<file path="src/rtl/adc_cap_pkg.sv">
package adc_cap_pkg;
  typedef enum logic [1:0] {
    ST_IDLE  = 2'd0,
    ST_SHIFT = 2'd1,
    ST_GAP   = 2'd2
  } cap_state_e;
endpackage

</file>
<file path="src/rtl/adc_cap_tick.sv">
module adc_cap_tick #(
  parameter int HALF_DIV = 2
) (
  input  logic clk,
  input  logic rst_n,
  input  logic run_i,
  output logic tick_o
);
  localparam int CW = (HALF_DIV > 1) ? $clog2(HALF_DIV) : 1;
  localparam logic [CW-1:0] LAST = CW'(HALF_DIV - 1);

  logic [CW-1:0] cnt_q, cnt_d;

  assign tick_o = run_i && (cnt_q == LAST);

  always_comb begin
    cnt_d = cnt_q;
    if (!run_i)      cnt_d = '0;
    else if (tick_o) cnt_d = '0;
    else             cnt_d = cnt_q + 1'b1;
  end

  always_ff @(posedge clk or negedge rst_n) begin
    if (!rst_n) cnt_q <= '0;
    else        cnt_q <= cnt_d;
  end

  generate
    if (HALF_DIV > 1) begin : g_spacing
      p_tick_spacing_r8: assert property (@(posedge clk) disable iff (!rst_n)
        tick_o |=> !tick_o);
    end
  endgenerate
endmodule

</file>
<file path="src/rtl/adc_cap_lane.sv">
module adc_cap_lane #(
  parameter int RES_W = 12
) (
  input  logic             clk,
  input  logic             rst_n,
  input  logic             shift_en_i,
  input  logic             sdat_i,
  output logic [RES_W-1:0] word_o
);
  logic [RES_W-1:0] sh_q;

  // the word including the bit being captured this cycle
  assign word_o = {sh_q[RES_W-2:0], sdat_i};

  always_ff @(posedge clk or negedge rst_n) begin
    if (!rst_n)          sh_q <= '0;
    else if (shift_en_i) sh_q <= word_o;
  end
endmodule

</file>
<file path="src/rtl/dual_adc_capture.sv">
module dual_adc_capture
  import adc_cap_pkg::*;
#(
  parameter int HALF_DIV  = 2,
  parameter int RES_W     = 12,
  parameter int LONG_LEN  = 16,
  parameter int SHORT_LEN = 14,
  parameter int PDN_LEN   = 8
) (
  input  logic             clk,
  input  logic             rst_n,
  input  logic             start_i,
  input  logic             pdn_req_i,
  input  logic             frame14_i,
  input  logic             twos_i,
  input  logic             sdata_a_i,
  input  logic             sdata_b_i,
  output logic             cs_n_o,
  output logic             sclk_o,
  output logic [RES_W-1:0] res_a_o,
  output logic [RES_W-1:0] res_b_o,
  output logic             valid_o,
  output logic             pdn_o,
  output logic             busy_o
);
  localparam int LANES = 2;
  localparam int CW    = $clog2(LONG_LEN + 1);
  localparam logic [CW-1:0] L_LONG  = CW'(LONG_LEN);
  localparam logic [CW-1:0] L_SHORT = CW'(SHORT_LEN);
  localparam logic [CW-1:0] L_PDN   = CW'(PDN_LEN);
  localparam logic [RES_W-1:0] SIGN_FLIP = {1'b1, {(RES_W-1){1'b0}}};

  cap_state_e       state_q, state_d;
  logic             sclk_q, sclk_d, cs_n_q, cs_n_d;
  logic [CW-1:0]    bit_q, bit_d, len_q, len_d;
  logic             burst_q, burst_d, twos_q, twos_d;
  logic             valid_q, valid_d, pd_q, pd_d;
  logic [RES_W-1:0] ra_q, ra_d, rb_q, rb_d;
  logic             tick, shift_en, last_bit;
  logic [RES_W-1:0] word [LANES];
  logic [LANES-1:0] sdat;

  assign sdat = {sdata_b_i, sdata_a_i};

  adc_cap_tick #(.HALF_DIV(HALF_DIV)) u_tick (
    .clk(clk), .rst_n(rst_n), .run_i(state_q != ST_IDLE), .tick_o(tick)
  );

  assign shift_en = (state_q == ST_SHIFT) && tick && !sclk_q;
  assign last_bit = (bit_q == len_q - 1'b1);

  generate
    for (genvar g = 0; g < LANES; g++) begin : g_lane
      adc_cap_lane #(.RES_W(RES_W)) u_lane (
        .clk(clk), .rst_n(rst_n), .shift_en_i(shift_en),
        .sdat_i(sdat[g]), .word_o(word[g])
      );
    end
  endgenerate

  always_comb begin
    state_d = state_q;  sclk_d  = sclk_q;  cs_n_d = cs_n_q;
    bit_d   = bit_q;    len_d   = len_q;   burst_d = burst_q;
    twos_d  = twos_q;   pd_d    = pd_q;    valid_d = 1'b0;
    ra_d    = ra_q;     rb_d    = rb_q;
    unique case (state_q)
      ST_IDLE: begin
        if (start_i) begin
          state_d = ST_SHIFT; cs_n_d = 1'b0; bit_d = '0; burst_d = 1'b0;
          len_d   = frame14_i ? L_SHORT : L_LONG;
          twos_d  = twos_i;   pd_d = 1'b0;
        end else if (pdn_req_i) begin
          state_d = ST_SHIFT; cs_n_d = 1'b0; bit_d = '0; burst_d = 1'b1;
          len_d   = L_PDN;
        end
      end
      ST_SHIFT: begin
        if (tick) begin
          if (sclk_q) begin
            sclk_d = 1'b0;
          end else begin
            sclk_d = 1'b1;
            bit_d  = bit_q + 1'b1;
            if (last_bit) begin
              state_d = ST_GAP; cs_n_d = 1'b1; bit_d = '0;
              if (burst_q) begin
                pd_d = 1'b1;
              end else begin
                valid_d = 1'b1;
                ra_d = word[0] ^ (twos_q ? SIGN_FLIP : '0);
                rb_d = word[1] ^ (twos_q ? SIGN_FLIP : '0);
              end
            end
          end
        end
      end
      ST_GAP: begin
        if (tick) begin
          bit_d = bit_q + 1'b1;
          if (bit_q == CW'(1)) state_d = ST_IDLE;
        end
      end
      default: state_d = ST_IDLE;
    endcase
  end

  always_ff @(posedge clk or negedge rst_n) begin
    if (!rst_n) begin
      state_q <= ST_IDLE; sclk_q <= 1'b1; cs_n_q <= 1'b1;
      bit_q   <= '0;      len_q  <= L_LONG; burst_q <= 1'b0;
      twos_q  <= 1'b0;    pd_q   <= 1'b0;   valid_q <= 1'b0;
      ra_q    <= '0;      rb_q   <= '0;
    end else begin
      state_q <= state_d; sclk_q <= sclk_d; cs_n_q <= cs_n_d;
      bit_q   <= bit_d;   len_q  <= len_d;  burst_q <= burst_d;
      twos_q  <= twos_d;  pd_q   <= pd_d;   valid_q <= valid_d;
      ra_q    <= ra_d;    rb_q   <= rb_d;
    end
  end

  assign cs_n_o  = cs_n_q;
  assign sclk_o  = sclk_q;
  assign res_a_o = ra_q;
  assign res_b_o = rb_q;
  assign valid_o = valid_q;
  assign pdn_o   = pd_q;
  assign busy_o  = (state_q != ST_IDLE);

  // checker state: rising serial edges in a frame and select-high run length
  logic          sclk_d1;
  logic [CW-1:0] rise_cnt;
  logic [7:0]    high_cnt;
  always_ff @(posedge clk or negedge rst_n) begin
    if (!rst_n) begin
      sclk_d1 <= 1'b1; rise_cnt <= '0; high_cnt <= '1;
    end else begin
      sclk_d1 <= sclk_o;
      if (cs_n_o)                 rise_cnt <= '0;
      else if (sclk_o && !sclk_d1) rise_cnt <= rise_cnt + 1'b1;
      if (!cs_n_o)                high_cnt <= '0;
      else if (high_cnt != '1)    high_cnt <= high_cnt + 1'b1;
    end
  end

  p_sclk_park_r8: assert property (@(posedge clk) disable iff (!rst_n)
    cs_n_o |-> sclk_o);
  p_gap_len_r8: assert property (@(posedge clk) disable iff (!rst_n)
    $fell(cs_n_o) |-> (high_cnt >= 8'(2*HALF_DIV)));
  p_valid_pulse_r7: assert property (@(posedge clk) disable iff (!rst_n)
    valid_o |=> !valid_o);
  p_valid_not_pdn_r9: assert property (@(posedge clk) disable iff (!rst_n)
    valid_o |-> !pdn_o);
  p_start_idle_r2: assert property (@(posedge clk) disable iff (!rst_n)
    $fell(cs_n_o) |-> !$past(busy_o));
  p_frame_len_r4: assert property (@(posedge clk) disable iff (!rst_n)
    valid_o |-> ((rise_cnt + 1'b1) == len_q));
endmodule

</file>
<file path="config.mk">
export PLATFORM = sky130hd
export DESIGN_NAME = dual_adc_capture
export DESIGN_NICKNAME = d
export VERILOG_FILES = /design/src/rtl/adc_cap_pkg.sv /design/src/rtl/adc_cap_tick.sv /design/src/rtl/adc_cap_lane.sv /design/src/rtl/dual_adc_capture.sv
export SDC_FILE = /design/constraint.sdc
export NUM_CORES = 1
export LEC_CHECK = 0
export BUFFER_PORTS_ARGS = -buffer_cell sky130_fd_sc_hd__buf_2
export CAP_MARGIN = 0
export CORE_ASPECT_RATIO = 1.75
export CORE_MARGIN = 1.5
export CORE_UTILIZATION = 31
export CTS_CLUSTER_SIZE = 25
export DETAILED_ROUTE_END_ITERATION = 16
export HOLD_SLACK_MARGIN = 0.08
export SLEW_MARGIN = 15
export SYNTH_ARGS = -nofsm -noshare
export SYNTH_HDL_FRONTEND = slang
export SYNTH_SLANG_ARGS = --single-unit
</file>
<file path="constraint.sdc">
create_clock -name clk -period 3.9 [get_ports clk]
set_input_delay 0.39 -clock clk [delete_from_list [all_inputs] [get_ports clk]]
set_output_delay 0.39 -clock clk [all_outputs]
set_load 0.02 [all_outputs]
</file>
==> metrics.yaml, run 1 <==
placement:
  place_hpwl_mm: 3.454
  gp_congestion: 0.7993
  numPlacedInstances: 343
  portBuffers: 36
  pre_cts_slack_ns: 1.352
grt:
  grt_pass1_vias: 1669
  grt_usage_pct: 11.93
  grt_pass1_wl_mm: 8.252
  antenna_found_initial: 0
  overflow: 0
  grt_max_degree: 41
sta:
  min_period_ns: 2.560
  rsz0062_at_grt: "no"
  maxSlewHeadroom_pct: 38.81
  clock_skew_ns: 0.004047
  period_share_pct: 65.65
  max_freq_ghz: 0.3906
  fin_tns_setup_ns: 0
  setup_violations: 0
  slew_viol_final: 0
  final-hold-violation-count: 0
  fin_ws_ns: 1.340
  worst_slew_pin_slew_ns: 0.9179
critical_path:
  worstPathMaxFanout: 25
  end_kind: "flip-flop"
  path_buf_inv: 3
  cp.arrival_ns: 2.77
  crit_path_frequent_cell: "buf_4"
  required_ns: 4.11
  cp_top_family: "buffers and inverters"
  cp-start-kind: "flip-flop"
  cp_slowest_stage_delay_ns: 0.39
  slowest_stage: "dfrtp_1"
  cp_cell_sequence: "inv_1 > ha_1 > nand2b_1 > nor3_4 > buf_4 > nor3b_4 > buf_4 > mux2_2"
  path_class: "flip-flop to flip-flop"
clock_tree:
  clock_path_buffers: 2
  cts.clk_slew.worst_paths_ns: 0.05
  ctsHtreeMaxLevel: 3
  insertion_delay_ns: 0.33
  cts_setup_buffers: 0
  holdBufCountCts: 0
  cts_tree: "done"
  cts_resized: 0
  cts_buffers: 9
  clock-sinks: 63
  cts_root_buf: "clkbuf_16"
yosys:
  synth-edff-count: 0
  yosysWarnings: 0
  ys.flop_type: "dfrtp_1"
  ys_ff_latch: 63
  netlist_area_um2: 2744
  ys_types: 40
  seq_area_frac_synth_pct: 57.59
  yosys-top-cells-area: "dfrtp_1 (55%), mux2_2 (12%), mux2_4 (8.2%)"
  ys_async_sr_fraction_pct: 100.0
  synth_top_area_share_pct: 54.72
  syn_nets: 207
  synth_area_leader_cell: "dfrtp_1"
  synth_cells: 192
  synth_area_per_cell_um2: 14.29
floorplanning:
  die_w_um: 74.12
  rows: 45
  ios: 37
  die_y_um: 127.5
  initial_core_util_pct: 31.85
  die_area_um2: 9447
  core-area_um2: 8615
detailed_routing:
  num_vias: 1610
  wl_per_cell_um: 14.07
  viasPerCell: 4.497
  drtIter0Drc: 100
  drc_errors: 0
  routed_wl_mm: 5.036
  dr.pass1.iters: 4
  drt.antenna.violating_nets: 0
power_and_ir_drop:
  p_leak_nw: 1.681
  power.density_nw_per_um2: 438.4
  power_mw: 1.468
  irDropWorstVdd_mv: 0.2197
finish:
  synthToLayoutAreaGrowth_pct: 22.07
  antennaDiodeCount: 0
  instances_no_fill: 358
  final_util_pct: 38.88
  nets: 252
  drive_gt1_share_pct: 44.81
status:
  status: "finished, final reports clean"
job:
  cap_violations: 0
hold_path:
  min_path_type: "input port to async pin"
[per-stage QoR]
stage / cell area, um2 / hold slack (ns)
final: 3349 / 0.1938
after global placement: 3050 / 0.4269
after detailed placement: 3050 / 0.4167
after floorplan: 2744 / 0.09441
after global routing: 3349 / 0.2756
after CTS: 3349 / 0.2282
[synthesized netlist by cell type, drive strengths merged, types with 2 or more instances]
master	n
dfrtp	60
mux2	45
a21oi	9
inv	8
o21ai	8
ha	7
nand2	7
nor2	7
buf	5
a21o	3
dfstp	3
nand2b	2
nor3	2
nor4	2
o21a	2
o31ai	2
xnor2	2
xor2	2
[worst reg2reg max path, stage by stage, from the launching register on]
cell and delay (ns):
dfrtp_1 0.39, inv_1 0.08, ha_1 0.31, nand2b_1 0.28
nor3_4 0.13, buf_4 0.31, nor3b_4 0.25, buf_4 0.30
mux2_2 0.39
[routing by layer]
layer | vias up | track usage, % | part of all wire, %
met5 | - | 0 | 0
met1 | 792 | 14.34 | 42
met3 | 10 | 3.470 | 3.9
li1 | 772 | - | -
met4 | 0 | 7.516 | 2.9
met2 | 36 | 18.28 | 51
[sequential cells by signal (all words and copies together), names as in the netlist, 2 cells and up]
register and flops:
g_lane.u_lane.sh_q 22, res_a_o 12, res_b_o 12, bit_q 5, len_q 3, state_q 2
[area by class of cell]
type | count | area, um2
clock buffers | 12 | 256.5
inverters | 8 | 30.03
multi-input cells | 115 | 1084
fillers | 850 | 5265
flip-flops and latches | 63 | 1580
clock inverters | 3 | 42.54
repair buffers | 40 | 210.2
well taps | 117 | 146.4
[power by group]
| group | internal [mW] | switching, mW |
|---|---|---|
| Sequential | 0.655 | 0 |
| Clock | 0.524 | 0.271 |
| Combinational | 0.00370 | 0.0151 |
| Total | 1.18 | 0.286 |
[final timing paths]
path | start | endpoint | slack [ns] | cells past startpoint
worst max-delay path | state_q[0] | res_a_o[10] | 1.34 | 8
worst min-delay path | rst_n | bit_q[2] | 0.19 | 1
worst max register to register | state_q[0] | res_a_o[10] | 1.34 | 8
worst min register to register | u_tick.cnt_q | u_tick.cnt_q | 0.43 | 1
max in group asynchronous | rst_n | res_a_o[6] | 2.84 | 2
min in group clk | twos_i | twos_q | 0.30 | 2
[cells in the final DEF, fill, tap and decap left out, types with 2 or more instances in the layout]
master / netlist / final
inv_1: 8 / 8
clkbuf_16: 0 / 9
a21oi_1: 9 / 9
mux2_2: 30 / 30
buf_4: 0 / 4
dfrtp_1: 60 / 60
xor2_1: 2 / 2
buf_2: 2 / 36
dfstp_2: 3 / 3
nor2_1: 7 / 7
xnor2_1: 2 / 2
nor4_1: 2 / 2
nand2b_1: 2 / 2
o21a_1: 2 / 2
ha_1: 7 / 7
o21ai_0: 6 / 6
nand2_1: 7 / 7
o31ai_1: 2 / 2
a21o_1: 3 / 3
mux2_4: 15 / 15
clkbuf_8: 0 / 2
[kinds of logic after synthesis]
kind of cell / synth area share, %
AO/OA/AOI/OAI: 7.296
buffers and inverters: 3.146
XOR/XNOR: 2.098
AND/OR/NAND/NOR: 5.791
multiplexers: 20.88
adder cells (fa/ha/maj): 3.192
flip-flops: 57.59
Note: power is estimated with default switching activity, not from simulation.
==> run 2: changes to the inputs <==
Clock period 3.9 ns to 2.05 ns, I/O delays scaled along.
==> run 2 against run 1 <==
  * Clock power rose by 110%
  * Sequential share of layout area fell by 3.6 points
  * Critical path depth rose by 1
  * Clock skew rose by 0.00070 ns
  * Combinational power rose by 110%
  * Largest cell class unchanged
  * Largest power group unchanged
==> metrics.yaml, run 2 (synthesized netlist as in run 1, its figures left out) <==
power_and_ir_drop:
  p_leak_nw: 1.790  # was 1.681 nW
  irDropWorstVdd_mv: 0.4035  # was 0.2197 mV
  power.density_nw_per_um2: 803.6  # was 438.4 nW/um2
sta:
  slew_viol_final: 0  # unchanged
  fin_tns_setup_ns: 0  # unchanged
  maxSlewHeadroom_pct: 69.41  # was 38.81%
  fin_ws_ns: 0.06851  # was 1.340 ns
  worst_slew_pin_slew_ns: 0.4541  # was 0.9179 ns
  clock_skew_ns: 0.004750  # was 0.004047 ns
  min_period_ns: 1.981  # was 2.560 ns
  max_freq_ghz: 0.5047  # was 0.3906 GHz
  final-hold-violation-count: 0  # unchanged
  setup_violations: 0  # unchanged
  rsz0062_at_grt: "yes"  # was no
  period_share_pct: 96.66  # was 65.65%
placement:
  place_area_um2: 3156  # was 3050 um2
  pre_cts_slack_ns: -0.07208  # was 1.352 ns
  portBuffers: 36  # unchanged
  place_hpwl_mm: 3.475  # was 3.454 mm
  numPlacedInstances: 352  # was 343
  gp_congestion: 0.7643  # was 0.7993
hold_path:
  min_path_type: "input port to flip-flop"  # was input port to async pin
  worstHoldStart: "twos_i"
  min_path_cells: 2
floorplanning:
  die_area_um2: 9447  # unchanged
  die_y_um: 127.5  # unchanged
  die_w_um: 74.12  # unchanged
  ios: 37  # unchanged
  core-area_um2: 8615  # unchanged
  rows: 45  # unchanged
  initial_core_util_pct: 31.85  # unchanged
clock_tree:
  cts_tree: "done"  # unchanged
  cts_root_buf: "clkbuf_16"  # unchanged
  clock_path_buffers: 2  # unchanged
  clock-sinks: 63  # unchanged
  cts_buffers: 9  # unchanged
  cts.clk_slew.worst_paths_ns: 0.05  # about the same
  insertion_delay_ns: 0.33  # about the same
  ctsHtreeMaxLevel: 3  # unchanged
finish:
  nets: 267  # was 252
  instances_no_fill: 374  # was 358
  design_area_um2: 3627  # was 3349 um2
  antennaDiodeCount: 0  # unchanged
  layout_common_cells: "dfrtp_1 (60), buf_2 (36), mux2_2 (23)"  # was dfrtp_1 (60), buf_2 (36), mux2_2 (30)
  layout_commonest_cell: "dfrtp_1"  # unchanged
  largest_register_ffs: 22  # unchanged
  synthToLayoutAreaGrowth_pct: 32.19  # was 22.07%
  regMostFlops: "g_lane.u_lane.sh_q"  # unchanged
  drive_gt1_share_pct: 50.58  # was 44.81%
critical_path:
  path_class: "flip-flop to flip-flop"  # unchanged
  cp-start-kind: "flip-flop"  # unchanged
  crit_start: "len_q[2]"  # was state_q[0]
  cp.arrival_ns: 2.19  # was 2.77 ns
  reg2reg_from: "len_q[2]"  # was state_q[0]
  reg2regPathDepth: 9  # was 8
  worstPathMaxFanout: 6  # was 25
  required_ns: 2.26  # was 4.11 ns
  end_kind: "flip-flop"  # unchanged
detailed_routing:
  dr.pass1.iters: 4  # unchanged
  viasPerCell: 4.540  # was 4.497
  routed_wl_mm: 5.317  # was 5.036 mm
  drt.antenna.violating_nets: 0  # unchanged
  drtIter0Drc: 83  # was 100
  drc_errors: 0  # unchanged
  num_vias: 1698  # was 1610
  wl_per_cell_um: 14.22  # was 14.07 um
grt:
  grt_busiest_layer: "met2"  # unchanged
  antenna_found_initial: 0  # unchanged
  use_met2_pct: 20.54  # was 18.28%
  grt_util_met3_pct: 3.549  # was 3.470%
  gr-usage-met1_pct: 13.56  # was 14.34%
  grt_usage_pct: 12.42  # was 11.93%
  grt_pass1_wl_mm: 8.438  # was 8.252 mm
  overflow: 0  # unchanged
  grt_max_degree: 58  # was 41
  grt_pass1_vias: 1748  # was 1669
job:
  cap_violations: 0  # unchanged
status:
  status: "finished, final reports clean"  # unchanged
## run 2: cell types whose count changed in the layout (fill, tap and decap cells not counted), sizes merged
cell         before  now
buf              40   54
clkinv            1    2
dlygate4sd3       0    1
bufinv            1    2
clkbuf           12   11
## run 2: report_power, final
part	internal [mW]	switching, mW
combinational	0.0110	0.0289
sequential	1.25	0
clock	1.10	0.534
total	2.35	0.563
## run 2: path summary, 6_finish.rpt
kind,end,slack (ns)
setup / recovery,bit_q[4],0.07
hold reg to reg,u_tick.cnt_q,0.48
min in group asynchronous,bit_q[0],0.25
setup reg to reg,bit_q[4],0.07
hold / removal,twos_q,0.11
max in group asynchronous,sclk_o,1.21
## run 2: metal layers
metal,wire length (um),vias up
met5,0,-
met4,142,0
met3,196,12
met2,2857,36
met1,2120,856
li1,-,794
## run 2: worst max-delay path, stage by stage, from the launching register on
cell	delay, ns
dfrtp_1	0.37
inv_2	0.05
ha_4	0.28
xor2_4	0.19
buf_6	0.12
buf_4	0.10
a41oi_4	0.15
o21ai_4	0.26
nor4_2	0.06
a211o_1	0.27
## run 2: through the flow
step / hold slack, ns / util (%) / total power, mW
global placement: 0.06889 / 36.63 / 1.308
floorplan: -0.09059 / - / 1.268
global route: 0.1217 / 42.11 / 3.010
CTS: 0.1083 / 41.38 / 2.946
finish: 0.1143 / 42.11 / 2.915
detailed placement: 0.06388 / 36.63 / 1.307
## run 2: timing repair
item,4_1_cts,5_1_grt
gates cloned,1,0
pin swaps,4,6
setup buffers,5,2
setup endpoints to repair,24,28
endpoints found under the hold margin,60,0
gates resized for setup,5,19
hold buffers,1,0
## run 2: area by class of cell
class                           count  area [um2]
Clock buffer                       11       242.7
Inverter                            8       30.03
Timing Repair Buffer               55       352.8
Multi-Input combinational cell    115        1194
Fill cell                         799        4987
Sequential cell                    63        1580
Tap cell                          117       146.4
Clock inverter                      5       81.33
==> run 3: changes to the inputs <==
Settings changed: CTS_BUF_LIST set to sky130_fd_sc_hd__clkbuf_4 sky130_fd_sc_hd__clkbuf_8.
==> run 3 against run 2 <==
  * Final cell count increased by 0.80%
  * Clock skew increased by 0.0014 ns
  * Global-route usage about the same
  * Hold slack got worse by 0.022 ns
  * Register-to-register slack about the same
  * Count of clock-buffer cells in the layout unchanged
  * Sequential power is essentially flat
  * Largest power group is now registers
==> metrics.yaml, run 3 (synthesized netlist as in run 1, its figures left out) <==
power_and_ir_drop:
  power_mw: 2.489  # was 2.915 mW
  p_leak_nw: 1.770  # was 1.790 nW
  power.density_nw_per_um2: 695.4  # was 803.6 nW/um2
  irDropWorstVdd_mv: 0.2991  # was 0.4035 mV
critical_path:
  reg2regPathDepth: 8  # was 9
  cp.arrival_ns: 2.22  # was 2.19 ns
  cp_cell_sequence: "inv_2 > ha_4 > xor2_4 > nand4_4 > nor3b_4 > buf_6 > buf_12 > mux2_2"  # was inv_2 > ha_4 > xor2_4 > buf_6 > buf_4 > a41oi_4 > o21ai_4 > nor4_2 > a211o_1
  rr_endpoint: "res_b_o[0]"  # was bit_q[4]
  slowest_stage: "dfrtp_1"  # unchanged
  end_kind: "flip-flop"  # unchanged
  endpoint: "res_b_o[0]"  # was bit_q[4]
  path_buf_inv: 3  # unchanged
  path_class: "flip-flop to flip-flop"  # unchanged
  cp-start-kind: "flip-flop"  # unchanged
  crit_cells: 8  # was 9
  required_ns: 2.28  # was 2.26 ns
  reg2reg_from: "len_q[2]"  # unchanged
  reg2reg_slack_ns: 0.06  # was 0.07 ns
  cp_slowest_stage_delay_ns: 0.37  # about the same
  crit_start: "len_q[2]"  # unchanged
  cp_top_family: "flip-flops"  # was compound AO/OA/AOI/OAI gates
  worstPathMaxFanout: 7  # was 6
detailed_routing:
  drtIter0Drc: 88  # was 83
  top_layer: "met4"  # unchanged
  drc_errors: 0  # unchanged
  num_vias: 1709  # was 1698
  met2_length_mm: 2.885  # was 2.857 mm
  wirelength_met1_mm: 2.084  # was 2.120 mm
  drt.antenna.violating_nets: 0  # unchanged
  routed_wl_mm: 5.334  # was 5.317 mm
  viasPerCell: 4.533  # was 4.540
  dr.pass1.iters: 4  # unchanged
  wl_met3_um: 191  # was 196 um
  wl_per_cell_um: 14.15  # was 14.22 um
finish:
  nets: 270  # was 267
  largest_register_ffs: 22  # unchanged
  layout_commonest_cell: "dfrtp_1"  # unchanged
  drive_gt1_share_pct: 51.92  # was 50.58%
  regMostFlops: "g_lane.u_lane.sh_q"  # unchanged
  layout_common_cells: "dfrtp_1 (60), buf_2 (36), mux2_2 (25)"  # was dfrtp_1 (60), buf_2 (36), mux2_2 (23)
  final_util_pct: 41.55  # was 42.11%
  antennaDiodeCount: 0  # unchanged
  nFillCells: 799  # unchanged
  synthToLayoutAreaGrowth_pct: 30.46  # was 32.19%
floorplanning:
  die_area_um2: 9447  # unchanged
  ios: 37  # unchanged
  initial_core_util_pct: 31.85  # unchanged
  die_y_um: 127.5  # unchanged
  rows: 45  # unchanged
  core-area_um2: 8615  # unchanged
  die_w_um: 74.12  # unchanged
placement:
  portBuffers: 36  # unchanged
  gp_congestion: 0.7643  # unchanged
  place_hpwl_mm: 3.475  # unchanged
sta:
  worst_slew_pin_slew_ns: 0.4234  # was 0.4541 ns
  period_share_pct: 97.12  # was 96.66%
  final-hold-violation-count: 0  # unchanged
  maxSlewHeadroom_pct: 71.48  # was 69.41%
  max_freq_ghz: 0.5023  # was 0.5047 GHz
  setup_violations: 0  # unchanged
  clock_skew_ns: 0.006191  # was 0.004750 ns
  slew_viol_final: 0  # unchanged
  min_period_ns: 1.991  # was 1.981 ns
  rsz0062_at_grt: "yes"  # unchanged
grt:
  antenna_found_initial: 0  # unchanged
  grt_pass1_wl_mm: 8.431  # was 8.438 mm
  grt_max_degree: 58  # unchanged
  grt_usage_pct: 12.38  # was 12.42%
  overflow: 0  # unchanged
  grt_pass1_vias: 1764  # was 1748
clock_tree:
  cts_buffers: 9  # unchanged
  clock-sinks: 63  # unchanged
  cts.clk_slew.worst_paths_ns: 0.07  # was 0.05 ns
  clock_path_buffers: 2  # unchanged
  cts_root_buf: "clkbuf_8"  # was clkbuf_16
  insertion_delay_ns: 0.35  # was 0.33 ns
  ctsHtreeMaxLevel: 3  # unchanged
  cts_tree: "done"  # unchanged
hold_path:
  min_path_type: "input port to flip-flop"  # unchanged
job:
  cap_violations: 0  # unchanged
status:
  status: "finished, final reports clean"  # unchanged
[run 3: changes by cell type in the layout (fill, tap and decap cells not counted), sizes merged]
cell,before,now
buf,54,57
[run 3: stage by stage]
stage | setup slack (ns) | TNS [ns] | std cells | instance area [um2] | hold WS (ns)
floorplan | 0.02804 | 0 | 192 | 2744 | -0.09059
global placement | -0.01833 | -0.09984 | 352 | 3156 | 0.06889
detailed placement | -0.07208 | -0.8074 | 352 | 3156 | 0.06388
CTS | 0.0001303 | 0 | 374 | 3465 | 0.08661
global route | -0.02140 | -0.04815 | 377 | 3580 | 0.09637
finish | 0.05908 | 0 | 377 | 3580 | 0.09246
[run 3: where the power goes]
group,leakage (nW),switching [mW],total [mW],internal (mW)
Sequential,0.850,0,1.24,1.24
Combinational,0.807,0.0291,0.0401,0.0110
Clock,0.113,0.476,1.21,0.730
[run 3: timing repair]
item                                   4_1_cts  5_1_grt
pin swaps                                    4        5
gates resized for setup                      6       19
hold buffers                                 1        0
cloned                                       2        0
endpoints found under the hold margin       60        0
setup buffers                                4        3
setup endpoints to repair                   23       28
[run 3: final cells by class]
cell class	instances	area, um2	share of cell area, %
Inverter	8	30.03	0.8389
Sequential cell	63	1580	44.15
Timing Repair Buffer	58	407.9	11.39
Clock buffer	11	145.1	4.055
Clock inverter	5	81.33	2.272
Multi-Input combinational cell	115	1189	33.21
Tap cell	117	146.4	4.089
[run 3: how the worst min path moves through the flow]
stage / to / cells past startpoint / slack (ns) / from
after floorplan: bit_q[0] / 0 / -0.09 / rst_n
after global placement: bit_q[0] / 1 / 0.07 / rst_n
after detailed placement: bit_q[2] / 1 / 0.06 / rst_n
after CTS: twos_q / 2 / 0.09 / twos_i
after global routing: twos_q / 2 / 0.1 / twos_i
final: twos_q / 2 / 0.09 / twos_i
[run 3: layer usage]
metal / vias up / track usage [%]
met5: - / 0
met4: 0 / 8.932
met3: 14 / 2.997
met2: 35 / 20.64
met1: 859 / 13.11
li1: 801 / -
